==> src/rtl/ser3w_pkg.sv <==
package ser3w_pkg;

    localparam int ADDR_W     = 7;
    localparam int DATA_W     = 8;
    localparam int NREG       = 32;
    localparam int REG_AW     = $clog2(NREG);
    localparam int FRAME_BITS = 1 + ADDR_W + DATA_W;
    localparam int CTRL_IDX   = 16;
    localparam int FILT_BIT   = 6;

    typedef logic [ADDR_W-1:0] addr_t;
    typedef logic [DATA_W-1:0] byte_t;

    // Addresses that hold storage and accept writes.
    function automatic logic is_writable(input addr_t a);
        return (a == ADDR_W'(8'h03)) ||
               ((a >= ADDR_W'(8'h10)) && (a <= ADDR_W'(8'h1C))) ||
               (a == ADDR_W'(8'h1E));
    endfunction

    // Fixed identification values returned for the first three addresses.
    function automatic byte_t id_value(input addr_t a);
        case (a)
            ADDR_W'(0): return 8'h28;
            ADDR_W'(1): return 8'hE0;
            default:    return 8'h00;
        endcase
    endfunction

    // Value loaded into each storage slot by reset.
    function automatic byte_t reset_value(input int unsigned idx);
        case (idx)
            3:            return 8'h43;
            16:           return 8'h46;
            17, 20, 23:   return 8'hFF;
            18, 19, 21,
            22, 24, 25:   return 8'h7F;
            default:      return 8'h00;
        endcase
    endfunction

endpackage

==> src/rtl/ser3w_infilt.sv <==
module ser3w_infilt #(
    parameter int N_SIG       = 3,
    parameter int SYNC_STAGES = 2
) (
    input  logic             clk,
    input  logic             rst_n,
    input  logic [N_SIG-1:0] raw,
    input  logic             filt_en,
    output logic [N_SIG-1:0] clean
);

    typedef struct packed {
        logic [SYNC_STAGES-1:0][N_SIG-1:0] sync;
        logic [1:0][N_SIG-1:0]             hist;
    } filt_t;

    filt_t st_d, st_q;

    always_comb begin
        st_d      = st_q;
        st_d.sync = {st_q.sync[SYNC_STAGES-2:0], raw};
        st_d.hist = {st_q.hist[0], st_q.sync[SYNC_STAGES-1]};
    end

    always_ff @(posedge clk or negedge rst_n) begin
        if (!rst_n) st_q <= '0;
        else        st_q <= st_d;
    end

    for (genvar i = 0; i < N_SIG; i++) begin : g_bit
        logic a, b, c;
        assign a = st_q.sync[SYNC_STAGES-1][i];
        assign b = st_q.hist[0][i];
        assign c = st_q.hist[1][i];
        assign clean[i] = filt_en ? ((a & b) | (a & c) | (b & c)) : a;
    end

endmodule

==> src/rtl/ser3w_frame.sv <==
module ser3w_frame
    import ser3w_pkg::*;
(
    input  logic  clk,
    input  logic  rst_n,
    input  logic  en,
    input  logic  sck,
    input  logic  sdi,
    input  byte_t rd_data,
    output addr_t rd_addr,
    output logic  sdo,
    output logic  sdo_oe,
    output logic  wr_stb,
    output addr_t wr_addr,
    output byte_t wr_data
);

    localparam int CNT_W = $clog2(FRAME_BITS + 1);
    localparam logic [CNT_W-1:0] C_HDR  = CNT_W'(ADDR_W);
    localparam logic [CNT_W-1:0] C_LAST = CNT_W'(FRAME_BITS - 1);
    localparam logic [CNT_W-1:0] C_FULL = CNT_W'(FRAME_BITS);

    typedef struct packed {
        logic             en_prev;
        logic             sck_prev;
        logic             active;
        logic [CNT_W-1:0] cnt;
        logic             rw;
        addr_t            addr;
        byte_t            wdat;
        byte_t            osh;
        logic             load;
        logic             oe;
        logic             obit;
        logic             stb;
        addr_t            sa;
        byte_t            sd;
    } frm_t;

    frm_t st_d, st_q;
    logic en_rise, en_fall, sck_rise, sck_fall;

    assign en_rise  = en & ~st_q.en_prev;
    assign en_fall  = ~en & st_q.en_prev;
    assign sck_rise = sck & ~st_q.sck_prev;
    assign sck_fall = ~sck & st_q.sck_prev;

    always_comb begin
        st_d          = st_q;
        st_d.stb      = 1'b0;
        st_d.en_prev  = en;
        st_d.sck_prev = sck;
        if (st_q.load) begin
            st_d.osh  = rd_data;
            st_d.load = 1'b0;
        end
        if (en_fall) begin
            st_d.active = 1'b0;
            st_d.oe     = 1'b0;
            st_d.load   = 1'b0;
        end else if (en_rise) begin
            st_d.active = 1'b1;
            st_d.cnt    = '0;
            st_d.rw     = 1'b0;
            st_d.oe     = 1'b0;
        end else if (st_q.active) begin
            if (sck_rise && (st_q.cnt < C_FULL)) begin
                st_d.cnt = st_q.cnt + 1'b1;
                if (st_q.cnt == '0) begin
                    st_d.rw = sdi;
                end else if (st_q.cnt <= C_HDR) begin
                    st_d.addr = {st_q.addr[ADDR_W-2:0], sdi};
                    if ((st_q.cnt == C_HDR) && st_q.rw) st_d.load = 1'b1;
                end else begin
                    st_d.wdat = {st_q.wdat[DATA_W-2:0], sdi};
                    if ((st_q.cnt == C_LAST) && !st_q.rw) begin
                        st_d.stb = 1'b1;
                        st_d.sa  = st_q.addr;
                        st_d.sd  = {st_q.wdat[DATA_W-2:0], sdi};
                    end
                end
            end else if (sck_fall && st_q.rw && (st_q.cnt > C_HDR) && (st_q.cnt < C_FULL)) begin
                st_d.oe   = 1'b1;
                st_d.obit = st_q.osh[DATA_W-1];
                st_d.osh  = {st_q.osh[DATA_W-2:0], 1'b0};
            end
        end
    end

    always_ff @(posedge clk or negedge rst_n) begin
        if (!rst_n) st_q <= '0;
        else        st_q <= st_d;
    end

    assign rd_addr = st_q.addr;
    assign sdo     = st_q.obit;
    assign sdo_oe  = st_q.oe;
    assign wr_stb  = st_q.stb;
    assign wr_addr = st_q.sa;
    assign wr_data = st_q.sd;

    // the line is released right after the enable falls
    a_r9_release_on_en_fall: assert property (@(posedge clk) disable iff (!rst_n)
        en_fall |=> !st_q.oe);

    // only a read frame ever turns the driver on
    a_r2_drive_only_in_read: assert property (@(posedge clk) disable iff (!rst_n)
        $rose(st_q.oe) |-> st_q.rw);

    // a driven bit changes only after a falling serial clock edge
    a_r2_launch_on_fall: assert property (@(posedge clk) disable iff (!rst_n)
        (st_q.oe && !$stable(st_q.obit)) |-> $past(sck_fall));

    // the write strobe lasts one cycle
    a_r8_strobe_single: assert property (@(posedge clk) disable iff (!rst_n)
        st_q.stb |=> !st_q.stb);

endmodule

==> src/rtl/ser3w_regs.sv <==
module ser3w_regs
    import ser3w_pkg::*;
(
    input  logic  clk,
    input  logic  rst_n,
    input  logic  we,
    input  addr_t waddr,
    input  byte_t wdata,
    input  addr_t raddr,
    output byte_t rdata,
    output logic  filt_en
);

    byte_t mem_d [NREG];
    byte_t mem_q [NREG];

    always_comb begin
        mem_d = mem_q;
        if (we && is_writable(waddr)) mem_d[waddr[REG_AW-1:0]] = wdata;
    end

    always_ff @(posedge clk or negedge rst_n) begin
        if (!rst_n) begin
            for (int i = 0; i < NREG; i++) mem_q[i] <= reset_value(i);
        end else begin
            mem_q <= mem_d;
        end
    end

    always_comb begin
        if (raddr < ADDR_W'(3))      rdata = id_value(raddr);
        else if (is_writable(raddr)) rdata = mem_q[raddr[REG_AW-1:0]];
        else                         rdata = '0;
    end

    assign filt_en = mem_q[CTRL_IDX][FILT_BIT];

    // a write to a writable address is visible on the next cycle
    a_r1_write_lands: assert property (@(posedge clk) disable iff (!rst_n)
        (we && is_writable(waddr)) |=> (mem_q[$past(waddr[REG_AW-1:0])] == $past(wdata)));

endmodule

==> src/rtl/ser3w_slave.sv <==
module ser3w_slave
    import ser3w_pkg::*;
#(
    parameter int SYNC_STAGES = 2
) (
    input  logic              clk,
    input  logic              rst_n,
    input  logic              ser_en,
    input  logic              ser_clk,
    input  logic              ser_din,
    output logic              ser_dout,
    output logic              ser_doe,
    output logic              wr_stb,
    output logic [ADDR_W-1:0] wr_addr,
    output logic [DATA_W-1:0] wr_data
);

    logic [2:0] clean;
    logic       filt_en;
    addr_t      rd_addr;
    byte_t      rd_data;

    ser3w_infilt #(.N_SIG(3), .SYNC_STAGES(SYNC_STAGES)) u_filt (
        .clk     (clk),
        .rst_n   (rst_n),
        .raw     ({ser_din, ser_clk, ser_en}),
        .filt_en (filt_en),
        .clean   (clean)
    );

    ser3w_frame u_frame (
        .clk     (clk),
        .rst_n   (rst_n),
        .en      (clean[0]),
        .sck     (clean[1]),
        .sdi     (clean[2]),
        .rd_data (rd_data),
        .rd_addr (rd_addr),
        .sdo     (ser_dout),
        .sdo_oe  (ser_doe),
        .wr_stb  (wr_stb),
        .wr_addr (wr_addr),
        .wr_data (wr_data)
    );

    ser3w_regs u_regs (
        .clk     (clk),
        .rst_n   (rst_n),
        .we      (wr_stb),
        .waddr   (wr_addr),
        .wdata   (wr_data),
        .raddr   (rd_addr),
        .rdata   (rd_data),
        .filt_en (filt_en)
    );

endmodule

==> config.mk <==
export PLATFORM = sky130hd
export DESIGN_NAME = ser3w_slave
export DESIGN_NICKNAME = d
export VERILOG_FILES = /design/src/rtl/ser3w_pkg.sv /design/src/rtl/ser3w_infilt.sv /design/src/rtl/ser3w_frame.sv /design/src/rtl/ser3w_regs.sv /design/src/rtl/ser3w_slave.sv
export SDC_FILE = /design/constraint.sdc
export NUM_CORES = 1
export LEC_CHECK = 0
export ABC_CLOCK_PERIOD_IN_PS = 3120
export CORE_ASPECT_RATIO = 0.6
export CORE_MARGIN = 8
export CORE_UTILIZATION = 62
export DETAILED_ROUTE_END_ITERATION = 10
export DONT_BUFFER_PORTS = 1
export PLACE_DENSITY = 0.9
export SYNTH_ARGS = -nofsm -noshare
export SYNTH_HDL_FRONTEND = slang
export SYNTH_SLANG_ARGS = --single-unit
==> constraint.sdc <==
create_clock -name clk -period 3.12 [get_ports clk]
set_input_delay 0.624 -clock clk [delete_from_list [all_inputs] [get_ports clk]]
set_output_delay 0.624 -clock clk [all_outputs]
set_load 0.03 [all_outputs]
# [Yosys cells after proc, flatten, opt, wreduce, memory -nomap -nowiden]
# Cells that the tools add are included.
# W data, S select, Z words.
[op_classes] n_addsub=1 multipliers=0 n_div=0 order_cmp=11 n_eq_ne=8 n_shift=0 n_mux=40 n_bitwise=30 reduce_logical=30
[ops] operator="$bwmux W256" n=1
[ops] operator="$mux W16" n=6
[ops] operator="$mux W8" n=9
[ops] operator="$mux W48" n=1
[ops] operator="$bmux W8 S5" n=1
[ops] operator="$demux W8 S5" n=1
[ops] operator="$mux W21" n=1
[ops] operator="$mux W9" n=2
[ops] operator="$pmux W8 S2" n=1
[ops] operator="$mux W15" n=1
[ops] operator="$eq A7 B2 Y1 const B" n=2
[ops] operator="$eq A7 B5 Y1 const B" n=2
[ops] operator="$ge A7 B5 Y1 const B" n=2
[ops] operator="$le A7 B5 Y1 const B" n=2
[ops] operator="$and A1 B1 Y1" n=13
[ops] operator="$ge A6 B6 Y1 const B" n=2
[ops] operator="$not A5 Y6" n=2
[ops] operator="$reduce_and A6 Y1" n=2
[ops] operator="$mux W1" n=11
[ops] operator="$logic_and A1 B1 Y1" n=10
[ops] operator="$not A1 Y1" n=9
[ops] operator="$reduce_bool A2 Y1" n=4
[ops] operator="$eq A7 B1 Y1 const B" n=1
[ops] operator="$logic_not A7 Y1" n=1
[ops] operator="21 further kinds" n=33
[totals] regBits=319 latchBits=0 ram_bits=0 mem_bits_ro=0 in_bits=5 out_inout_bits=18 wordCells=170 n_memories=0

# [Depth between registers and ports, before layout]
[depth] word_depth=14 depth_mapped=12 ltp_nobuf=9

# [Modules after synthesis]
# A second synthesis with hierarchy kept.
[unflattened] cells_unflattened=791 hier_area_um2=11815.1
[modules_own_cells] module="ser3w_regs" instances=1 cells_per_inst=595 area_per_inst_um2=9096.2 seq_area_each_um2=5295.1
[modules_own_cells] module="ser3w_frame" instances=1 cells_per_inst=175 area_per_inst_um2=2351.0 seq_area_each_um2=1251.2
[modules_own_cells] module="ser3w_infilt" instances=1 cells_per_inst=21 area_per_inst_um2=367.9 seq_area_each_um2=300.3

# [Worst setup path after synthesis]
# Ideal clock, no wire load.
[synth_path] path_type="register to register" startpoint="register u_regs.mem_q (netlist bit u_regs.filt_en)" endpoint="register u_frame.st_q (netlist bit u_frame.wr_addr[0])" setup_time_ns=0.125 arrival_time_ns=2.576 required_ns=2.995 setup_slack_ns=0.419 path_stages_with_launch=10 n_path_buf=2 period_less_slack_ns=2.701 path_cell_list="dfstp_2 or2b_1 a22o_1 ha_1 nor2_2 nand4_4 or3b_1 buf_6 buf_6 mux2_4"
[synth_between] elab_chain_len=5 elab_cells_between_ends=10 classes_between="mux: 2; bitwise: 6; reduce/logical: 2"
[synth_rtl] element="from (decl)" line="ser3w_regs.sv:15" source="byte_t mem_q [NREG];"
[synth_rtl] element="from (signal assigned)" line="ser3w_regs.sv:26" source="mem_q <= mem_d;"
[synth_rtl] element="$mux W1 (*)" line="ser3w_infilt.sv:35" source="assign clean[i] = filt_en ? ((a & b) | (a & c) | (b & c)) : a;"
[synth_rtl] element="via u_frame.en" line="ser3w_frame.sv:6" source="input logic en,"
[synth_rtl] element="$not A1 Y1" line="ser3w_frame.sv:44" source="assign en_fall = ~en & st_q.en_prev;"
[synth_rtl] element="$and A1 B1 Y1" line="ser3w_frame.sv:44"
[synth_rtl] element="$not A1 Y1 (no line)"
[synth_rtl] element="$reduce_and A7 Y1 (no line) (*)"
[synth_rtl] element="to (signal assigned)" line="ser3w_frame.sv:92" source="else st_q <= st_d;"
[synth_rtl] element="to (decl)" line="ser3w_frame.sv:40" source="frm_t st_d, st_q;"
# The timed path passes the listed nets; every way through them passes the cells marked *.
# A chain may end at the register's enable or synchronous reset.

# [Worst setup path in the final report]
[layout_path] startpoint="register u_regs.mem_q (netlist bit u_regs.filt_en)" endpoint="register u_frame.st_q (netlist bit u_frame.wr_addr[1])"
# The elaborated chain is that of the path after synthesis.

==> run metrics <==
Via Count 5,978; type of the tightest min-delay check primary input to asynchronous set/reset pin; nets@finish 707; Slew Viols, Final 0; Initial DRC Count 606; critical path fanouts, max 16; Clk pwr share 0.381; Pwr Total 6.85 mW; # resized after CTS 0; Worst Path Arrival 3.34 ns; placed insts 907; Cell Rows 37; Wirelength per Cell 24.3 um; Ant. Diodes 0; core area 17,200 um^2; num ports 23; post-synth top area cell dfrtp_1; slowest stage cell, crit path dfstp_2; max incr delay on CP 0.59 ns; worst vdd ir 0.431 mV; Seq pwr share 0.518; unrepaired setup endpoints after global routing no; die area 22,300 um^2; global-route wire length before repair 36,900 um; Static Leakage 5.24 nW; status complete, but fails checks; worst relative slew slack 0.312; most area-consuming cells after synthesis dfrtp_1 (41%), dfstp_2 (17%), mux2_2 (15%); DRT antenna net count 0; post-synthesis sequential area ratio 0.581; DP Worst Slack 0.243 ns; MaxCap Viol Count 0; Pre-antenna DRT Iters 5; fin crit period 2.96 ns; syn avg cell area 14.2 um^2; Syn-to-layout area delta 5.13%; Yosys cell types 62; synth cell count leaders dfrtp_1 (179), mux2_2 (144), clkbuf_1 (87); Synth Instances 773; CTS tree built; clock skew 0.0173 ns; setup TNS 0 ns; initial core utilization 0.637; Die X 188 um; ys async rst share 1.00; worst slew pin tran 1.03 ns; H-tree levels 1; Startpoint Class register; fin cells 947; FF+latch count, synth 251; GRT overflow 0; CP cell instances or2b_1 > a22o_1 > ha_1 > nor2_2 > nand4_4 > or3b_1 > buf_4 > mux2_4; Post-synth EDFFs 0; Critical Path Sink Type register; switching power 1.73 mW; setup bufs post-CTS 0; Reg clk slew, reported paths 0.06 ns; clk buf depth 3; most numerous cell in the Yosys netlist dfrtp_1; power share of the combinational group 0.101; vias in the first global route 6,347; crit share post-route 0.948; endpoints failing hold 179; Yosys top cell area share 0.408; height of the die 119 um; predominant post-synthesis flop cell dfrtp_1; WP data required 3.50 ns; power per cell area 594 nW/um^2; Hold Slack -0.192 ns; drt total wl 23,000 um; drt drc 0; GP Congestion 0.929; layout cell share with drive strength beyond 1 0.461; # setup viols final 0; Detail Placement HPWL 15,000 um; pin count of the biggest net entering global routing 252; max frequency 338 MHz; initial antenna violation count 0; setup slack after layout 0.163 ns; PortBufs 0; Ys Warns 0; CP Class register to register; failing checks hold timing; Root Driver clkbuf_16; syn_nets 783; Sw Share 0.252; Skew-Pair Late Insertion Delay 0.51 ns; post-DR vias/cell 6.31; GRT Total Usage 0.208; clk sinks 251; cts bufs inserted 22; synthesized area 11,000 um^2; Pint 5.12 mW
## cells by family (layout without fill, tap and decap cells)
family / after synthesis / after routing / share of synthesized area
adders and majority gates: 5 / 5 / 0.00570
and+or+nand+nor: 108 / 108 / 0.0552
buffers and inverters: 133 / 73 / 0.0557
muxes: 214 / 214 / 0.264
DFF: 251 / 251 / 0.581
AOI/OAI and AO/OA: 62 / 62 / 0.0382
## stage by stage
stage	utilization	area (um^2)	hold slack (ns)
2_1_floorplan	-	11000	0.328
3_3_place_gp	0.630	10900	0.341
3_5_place_dp	0.630	10900	0.338
4_1_cts	0.670	11500	-0.199
5_1_grt	0.670	11500	-0.211
6_report	0.670	11500	-0.192
## power groups by stage
stage / Clock (mW) / Combinational [mW] / Sequential (mW)
floorplan: 0 / 0.681 / 3.39
global placement: 0 / 0.671 / 3.59
detailed placement: 0 / 0.689 / 3.60
CTS: 2.65 / 0.695 / 3.54
global route: 2.78 / 0.740 / 3.56
finish: 2.61 / 0.691 / 3.55
## registers in the layout (all words and copies together), names as in the netlist
register and flops:
u_filt.g_bit.a 3, u_frame.st_q 25, u_frame.sdo 1, u_frame.sdo_oe 1, u_regs.mem_q 188, u_frame.wr_data 8
u_frame.rd_addr 7, u_filt.st_d 3, u_frame.wr_stb 1, u_regs.filt_en 1, u_frame.wr_addr 7, u_filt.g_bit.b 3
u_filt.g_bit.c 3
## worst max-delay path, delay by kind of cell, from the launching register on
kind	cells	cell delay (ns)
AO/OA/AOI/OAI	1	0.21
adder cells (fa/ha/maj)	1	0.29
buffers and inverters	1	0.23
flip-flops	1	0.59
multiplexers	1	0.33
AND/OR/NAND/NOR	4	1.17
## cells in the final DEF, fill, tap and decap left out, types with 7 or more instances in the layout
master / netlist / routed
mux2_2: 144 / 144
clkbuf_16: 0 / 23
mux4_2: 41 / 41
clkbuf_1: 87 / 10
mux2_4: 10 / 10
nand3_1: 11 / 11
nor2_1: 25 / 25
a31oi_1: 7 / 7
o21ai_0: 14 / 14
inv_1: 13 / 13
nand2_1: 25 / 25
dfstp_2: 72 / 72
a21oi_1: 12 / 12
buf_4: 15 / 19
dfrtp_1: 179 / 177
mux2i_1: 18 / 18
## layer usage
metal,track usage,part of all wire
met5,0,0
met4,0.0578,0.023
met3,0.0490,0.088
met2,0.300,0.44
met1,0.311,0.44
## area by class of cell
class,count,area [um^2]
timing repair buffer,19,143
fill,1086,5690
multi-input combinational,389,3990
tap,234,293
clock buffer,37,668
inverter,14,52.6
sequential,251,6370
clock inverter,3,15.0
## path summary, 6_finish.rpt
check,start,endpoint,slack (ns),cells after the start
max,u_regs.filt_en,u_frame.wr_addr[1],0.16,8
min,rst_n,u_regs.mem_q[176],-0.19,0
max reg2reg,u_regs.filt_en,u_frame.wr_addr[1],0.16,8
min reg2reg,u_filt.st_d[11],u_filt.g_bit[2].a,0.36,0
max in group asynchronous,rst_n,u_regs.mem_q[100],2.90,0
min in group clk,ser_din,u_filt.st_d[11],0.15,0
(Power assumes the default switching activity.)
